==> config.mk <==
export PLATFORM = sky130hd
export DESIGN_NAME = card_clk_div
export DESIGN_NICKNAME = d
export VERILOG_FILES = /design/src/rtl/cclk_div_pkg.sv /design/src/rtl/cclk_period.sv /design/src/rtl/cclk_run_gate.sv /design/src/rtl/cclk_core.sv /design/src/rtl/cclk_width.sv /design/src/rtl/card_clk_div.sv
export SDC_FILE = /design/constraint.sdc
export NUM_CORES = 1
export LEC_CHECK = 0
export BUFFER_PORTS_ARGS = -buffer_cell sky130_fd_sc_hd__buf_4
export CAP_MARGIN = 20
export CORE_AREA = 2 2 103 105
export CTS_BUF_LIST = sky130_fd_sc_hd__clkbuf_4 sky130_fd_sc_hd__clkbuf_8
export CTS_CLUSTER_SIZE = 16
export DETAILED_ROUTE_END_ITERATION = 10
export DIE_AREA = 0 0 105 107
export GPL_ROUTABILITY_DRIVEN = 0
export GPL_TIMING_DRIVEN = 0
export PLACE_DENSITY = 0.41
export SLEW_MARGIN = 40
export SYNTH_ARGS = -nofsm -noshare
export SYNTH_HDL_FRONTEND = slang
export SYNTH_HIERARCHICAL = 1
export SYNTH_SLANG_ARGS = --single-unit
==> constraint.sdc <==
create_clock -name clk_i -period 2.6 [get_ports clk_i]
set_input_delay 0.52 -clock clk_i [delete_from_list [all_inputs] [get_ports clk_i]]
set_output_delay 0.52 -clock clk_i [all_outputs]
set_load 0.1 [all_outputs]
==> src/rtl/cclk_div_pkg.sv <==
`timescale 1ns/1ps
package cclk_div_pkg;
  typedef enum logic [1:0] {
    BW_1   = 2'b00,
    BW_4   = 2'b01,
    BW_8   = 2'b10,
    BW_RSV = 2'b11
  } bus_width_e;
endpackage

==> src/rtl/cclk_period.sv <==
`timescale 1ns/1ps
module cclk_period #(
  parameter int DIV_W = 8,
  parameter int CNT_W = DIV_W + 2
) (
  input  logic [DIV_W-1:0] div_i,
  input  logic             alt_law_i,
  output logic [CNT_W-1:0] period_o
);
  logic [CNT_W-1:0] n_ext;
  assign n_ext    = CNT_W'(div_i);
  assign period_o = alt_law_i ? (n_ext + CNT_W'(2)) : ((n_ext + CNT_W'(1)) << 1);
endmodule

==> src/rtl/cclk_run_gate.sv <==
`timescale 1ns/1ps
module cclk_run_gate (
  input  logic en_i,
  input  logic alt_law_i,
  input  logic pwr_save_i,
  input  logic busy_i,
  input  logic flow_en_i,
  input  logic fifo_stall_i,
  output logic run_o
);
  logic idle_hold, flow_hold;
  assign idle_hold = pwr_save_i & ~busy_i;
  assign flow_hold = alt_law_i & flow_en_i & fifo_stall_i;
  assign run_o     = en_i & ~idle_hold & ~flow_hold;
endmodule

==> src/rtl/cclk_core.sv <==
`timescale 1ns/1ps
module cclk_core #(
  parameter int CNT_W = 10
) (
  input  logic             clk_i,
  input  logic             rst_ni,
  input  logic             en_i,
  input  logic             run_i,
  input  logic [CNT_W-1:0] period_i,
  output logic             cclk_o,
  output logic             edge_o
);
  logic [CNT_W-1:0] cnt_q, per_q, hi_len, cnt_nxt;

  assign hi_len  = per_q >> 1;
  assign cnt_nxt = cnt_q + CNT_W'(1);

  always_ff @(posedge clk_i or negedge rst_ni) begin
    if (!rst_ni) begin
      cnt_q  <= '0;
      per_q  <= CNT_W'(2);
      cclk_o <= 1'b0;
      edge_o <= 1'b0;
    end else if (!en_i) begin
      cnt_q  <= '0;
      per_q  <= period_i;
      cclk_o <= 1'b0;
      edge_o <= 1'b0;
    end else if (!run_i) begin
      edge_o <= 1'b0;
    end else if (cnt_nxt == per_q) begin
      // terminal count: start a new period and pick up the divider
      cnt_q  <= '0;
      per_q  <= period_i;
      cclk_o <= 1'b1;
      edge_o <= 1'b1;
    end else begin
      cnt_q  <= cnt_nxt;
      edge_o <= 1'b0;
      if (cnt_nxt == hi_len) cclk_o <= 1'b0;
    end
  end
endmodule

==> src/rtl/cclk_width.sv <==
`timescale 1ns/1ps
module cclk_width
  import cclk_div_pkg::*;
#(
  parameter bit WIDE_EN = 1'b1
) (
  input  logic       clk_i,
  input  logic       rst_ni,
  input  logic       alt_law_i,
  input  logic [1:0] width_i,
  output logic [1:0] width_o
);
  bus_width_e req, granted;
  assign req = bus_width_e'(width_i);

  generate
    if (WIDE_EN) begin : g_wide
      always_comb begin
        unique case (req)
          BW_4:    granted = BW_4;
          BW_8:    granted = alt_law_i ? BW_8 : BW_1;
          default: granted = BW_1;
        endcase
      end
    end else begin : g_narrow
      always_comb granted = (req == BW_4) ? BW_4 : BW_1;
    end
  endgenerate

  always_ff @(posedge clk_i or negedge rst_ni) begin
    if (!rst_ni) width_o <= BW_1;
    else         width_o <= granted;
  end
endmodule

==> src/rtl/card_clk_div.sv <==
`timescale 1ns/1ps
module card_clk_div #(
  parameter int DIV_W   = 8,
  parameter bit WIDE_EN = 1'b1
) (
  input  logic             clk_i,
  input  logic             rst_ni,
  input  logic             en_i,
  input  logic             bypass_i,
  input  logic             alt_law_i,
  input  logic [DIV_W-1:0] div_i,
  input  logic             pwr_save_i,
  input  logic             busy_i,
  input  logic             flow_en_i,
  input  logic             fifo_stall_i,
  input  logic [1:0]       width_i,
  output logic             cclk_o,
  output logic             cclk_edge_o,
  output logic [1:0]       width_o
);
  localparam int CNT_W = DIV_W + 2;

  logic [CNT_W-1:0] period;
  logic             run, div_clk, div_edge;

  cclk_period #(.DIV_W(DIV_W), .CNT_W(CNT_W)) u_period (
    .div_i    (div_i),
    .alt_law_i(alt_law_i),
    .period_o (period)
  );

  cclk_run_gate u_gate (
    .en_i        (en_i),
    .alt_law_i   (alt_law_i),
    .pwr_save_i  (pwr_save_i),
    .busy_i      (busy_i),
    .flow_en_i   (flow_en_i),
    .fifo_stall_i(fifo_stall_i),
    .run_o       (run)
  );

  cclk_core #(.CNT_W(CNT_W)) u_core (
    .clk_i   (clk_i),
    .rst_ni  (rst_ni),
    .en_i    (en_i),
    .run_i   (run),
    .period_i(period),
    .cclk_o  (div_clk),
    .edge_o  (div_edge)
  );

  cclk_width #(.WIDE_EN(WIDE_EN)) u_width (
    .clk_i    (clk_i),
    .rst_ni   (rst_ni),
    .alt_law_i(alt_law_i),
    .width_i  (width_i),
    .width_o  (width_o)
  );

  // bypass: alternate variant presents the inverted module clock
  assign cclk_o      = bypass_i ? (run & (clk_i ^ alt_law_i)) : div_clk;
  assign cclk_edge_o = bypass_i ? run : div_edge;
endmodule

======== Word level (Yosys, flattened, before mapping) ========
Cells that the tools add are included.
Widths: inputs -> output; s select.
storage, ports and cells
  register bits ........................... 24
  bits of input ports ..................... 19
  word-level logic and storage cells ...... 45
operators by class
  $add $sub $neg .......................... 3
  equality and inequality tests ........... 7
  muxes and demuxes ....................... 18
  bitwise logic cells ..................... 10
  reduce and logical (&&, ||, !) cells .... 2
operators with widths
  operator               count
  $mux 10                7
  $add 10x1->10 const B  1
  $eq 10x10->1           1
  $eq 10x9->1            1
  $add 8x1->9 const B    1
  $add 8x2->9 const B    1
  $mux 1                 9
  $and 1x1->1            6
  $ne 2x1->1 const B     2
  $pmux 2 s2             1
  $reduce_and 2->1       2
  $ne 3x1->1 const B     1
  $not 1->1              3
  $eq 2x1->1 const B     1
  $eq 2x2->1 const B     1
  $mux 2                 1
  $xor 1x1->1            1

======== Depth between registers and ports, before layout ========
  depth in word-level cells ............... 7
  gate-level depth with buffers ........... 9
  depth with buffers taken out ............ 7

======== By module ========
The synthesis kept the hierarchy.
modules (own cells, without submodules)
  module         times used  cells each  area an instance (µm²)  seq. area each (µm²)
  cclk_core      1           265         2077.0                  551.8
  cclk_period    1           53          357.8                   0.0
  cclk_width     1           7           91.3                    50.0
  card_clk_div   1           6           31.3                    0.0
  cclk_run_gate  1           3           17.5                    0.0

==> flow_summary.yaml <==
setup_path:
  crit_family: "simple AND/OR/NAND/NOR gates"
  crit_path_max_incr_delay_ps: 470
  cp.required_ps: 2850
  crit_type: "reg2reg"
  cp_num_buf_inv: 2
  critical_path_arrival_ps: 2940
  endpoint_kind: "register"
  cp-start-kind: "register"
  r2r-start: "u_core/cnt_q[1]"
  cp_slowest_cell: "or4_1"
  crit_path_max_fanout: 5
  crit_path_start: "u_core/cnt_q[1]"
  path_cells: "ha_2 -> and3_4 -> a311oi_4 -> or4_1 -> or4_4 -> buf_6 -> clkbuf_16 -> o311ai_4 -> o211ai_1"
die:
  start_util_pct: 25.51
  die_h_um: 107
  fp.coreArea_mm2: 0.01009
  die_area_mm2: 0.01124
  ioPinCount: 23
  rows: 37
  dieWidth_um: 105
route:
  drtAntennaViolNets: 0
  drt-total-wl_mm: 9.138
  drc_errors: 0
  wl_per_cell_um: 18.02
  dr.first_iter.drc_count: 149
  top_layer: "met4"
  vias_per_cell: 5.396
  route.met2.wl_mm: 4.444
  wl_met1_mm: 4.302
  drt_pass1_iterations: 4
  routed-via-count: 2736
  wl_met3_um: 311
final_layout:
  final_cell_area_mm2: 0.003418
  drive_gt1_share_pct: 24.26
  final_nets: 397
  finalNonFillerCells: 507
  antennaDiodeCount: 0
  area_growth_pct: 32.75
  final_cell_mix: "35 x nand2_1, 35 x buf_4, 22 x dfrtp_1"
timing:
  setup_slack_ps: -95.64
  rsz0062_at_grt: "true"
  tightest_slew_ps: 795.2
  period_needed_ps: 2696
  fmax_ghz: 0.3710
  maxSlewHeadroom_pct: 46.99
  setup_viol: 15
  period_share_pct: 103.7
  hold_violations: 0
  drv_slew: 0
  skew_ps: 6.552
power:
  p_leak_nw: 1.310
  peakVddDrop_mv: 0.1814
  p_per_area_mw_per_mm2: 376.1
place:
  port_buffers: 21
  placed_cell_area_mm2: 0.002937
  dp_hpwl_mm: 6.377
  place_inst: 491
job:
  cap_violations: 0
global_routing:
  grt_pass1_wl_mm: 15.01
  grt_use_total_pct: 16.83
  grt_max_degree: 25
  grt_pass1_vias: 2753
  grt-ovfl-total: 0
  antenna_found_initial: 0
clock_network:
  clk_pin_slew_ps: 90
  cts_hold_buffers: 0
  cts_tree: "done"
  clk_latency_ps: 380
yosys:
  ys_async_sr_fraction_pct: 100.0
  synth-edff-count: 0
  seq_area_frac_synth_pct: 23.37
  ys_ff_latch: 24
  synth_fp_nets: 359
  syn_area_per_cell_um2: 7.709
  ys_types: 62
  synthFlopType: "dfrtp_1"
  syn_inst: 334
  synthesis.area_mm2: 0.002575
  yosysWarnings: 6
status:
  violations: "negative setup slack"
  status: "complete, but fails checks"
worst_hold_path:
  hp-class: "in2async"
==> per-layer routing <==
layer	vias up	GRT usage [%]
met2	58	27.55
met5	-	0
li1	1341	-
met3	7	2.553
met1	1330	23.21
met4	0	4.190
==> synthesized netlist by cell type (all sizes together), types with 3 or more instances <==
master,number,share of area [%]
a21boi,3,0.87
a21oi,17,3.3
a2bb2oi,3,1.0
a31oi,6,1.5
and3,14,3.4
and4,3,1.0
buf,14,3.1
clkbuf,17,2.5
dfrtp,23,22
ha,6,2.9
inv,13,1.9
mux2i,3,1.2
nand2,35,5.1
nand2b,8,1.9
nand3,11,2.3
nand4,9,2.4
nor2,14,2.0
nor2b,6,1.5
nor3,8,1.6
nor4,5,1.2
o211ai,11,3.4
o21ai,18,3.5
o22ai,3,0.73
o311ai,14,4.8
o32ai,8,2.7
or3,4,0.97
or4,5,1.6
xnor2,13,4.4
xor2,9,3.1
==> flip-flops by register name, summed over array words and instances (netlist names) <==
| register | cells |
|---|---|
| u_core/cnt_q | 10 |
| u_core/cclk_o | 1 |
| u_core/edge_o | 1 |
| u_width/width_o | 2 |
| u_core/per_q | 10 |
==> report_power, final <==
part           internal, mW  switching, mW  leakage, nW
Sequential            0.401         0.0526        0.309
Clock                 0.255          0.188       0.0615
Combinational         0.164          0.225        0.939
Total                 0.820          0.466         1.31
==> metrics by stage <==
step / setup TNS (ps) / util (%) / worst slack [ps] / power [mW] / hold slack, ps
4_1_cts: -1055 / 32.69 / -116.3 / 1.276 / 36.42
5_1_grt: -2686 / 33.87 / -167.3 / 1.377 / 36.15
2_1_floorplan: -156.7 / - / -156.7 / 0.7205 / 224.4
3_3_place_gp: -6415 / 29.10 / -456.6 / 0.8434 / 448.9
6_report: -511.4 / 33.87 / -95.64 / 1.286 / 25.92
3_5_place_dp: -5552 / 29.10 / -392.7 / 0.8431 / 457.0
==> worst paths after layout <==
kind	end	slack (ps)	cells after the start
max in group asynchronous	u_core/per_q[1]	2260	1
min in group clk_i	u_width/width_o[0]	390	2
worst min-delay path	u_core/cnt_q[9]	30	1
worst max-delay path	u_core/per_q[0]	-100	9
worst min register to register	u_core/per_q[1]	560	2
worst max register to register	u_core/per_q[0]	-100	9
==> timing repair <==
item,in CTS,in global routing
setup endpoints to repair,23,22
setup buffers,8,2
gates resized for setup,38,23
cloned,1,1
pin swaps,19,18
==> cell type report <==
class	instances	area (µm²)
fill	1094	6674
multi-input combinational	266	2032
sequential	24	603.1
timing repair buffer	32	271.5
buffer	28	185.2
tap	136	170.2
clock buffer	8	107.6
inverter	13	48.80
==> cell families after synthesis <==
logic type,synth area share [%]
and+or+nand+nor,29.01
buffers and inverters,7.483
DFF,23.37
muxes,1.604
xor gates and xnor gates,8.358
adders and majority gates,2.915
AOI/OAI and AO/OA,27.26
Power figures use the tool's default switching activity.
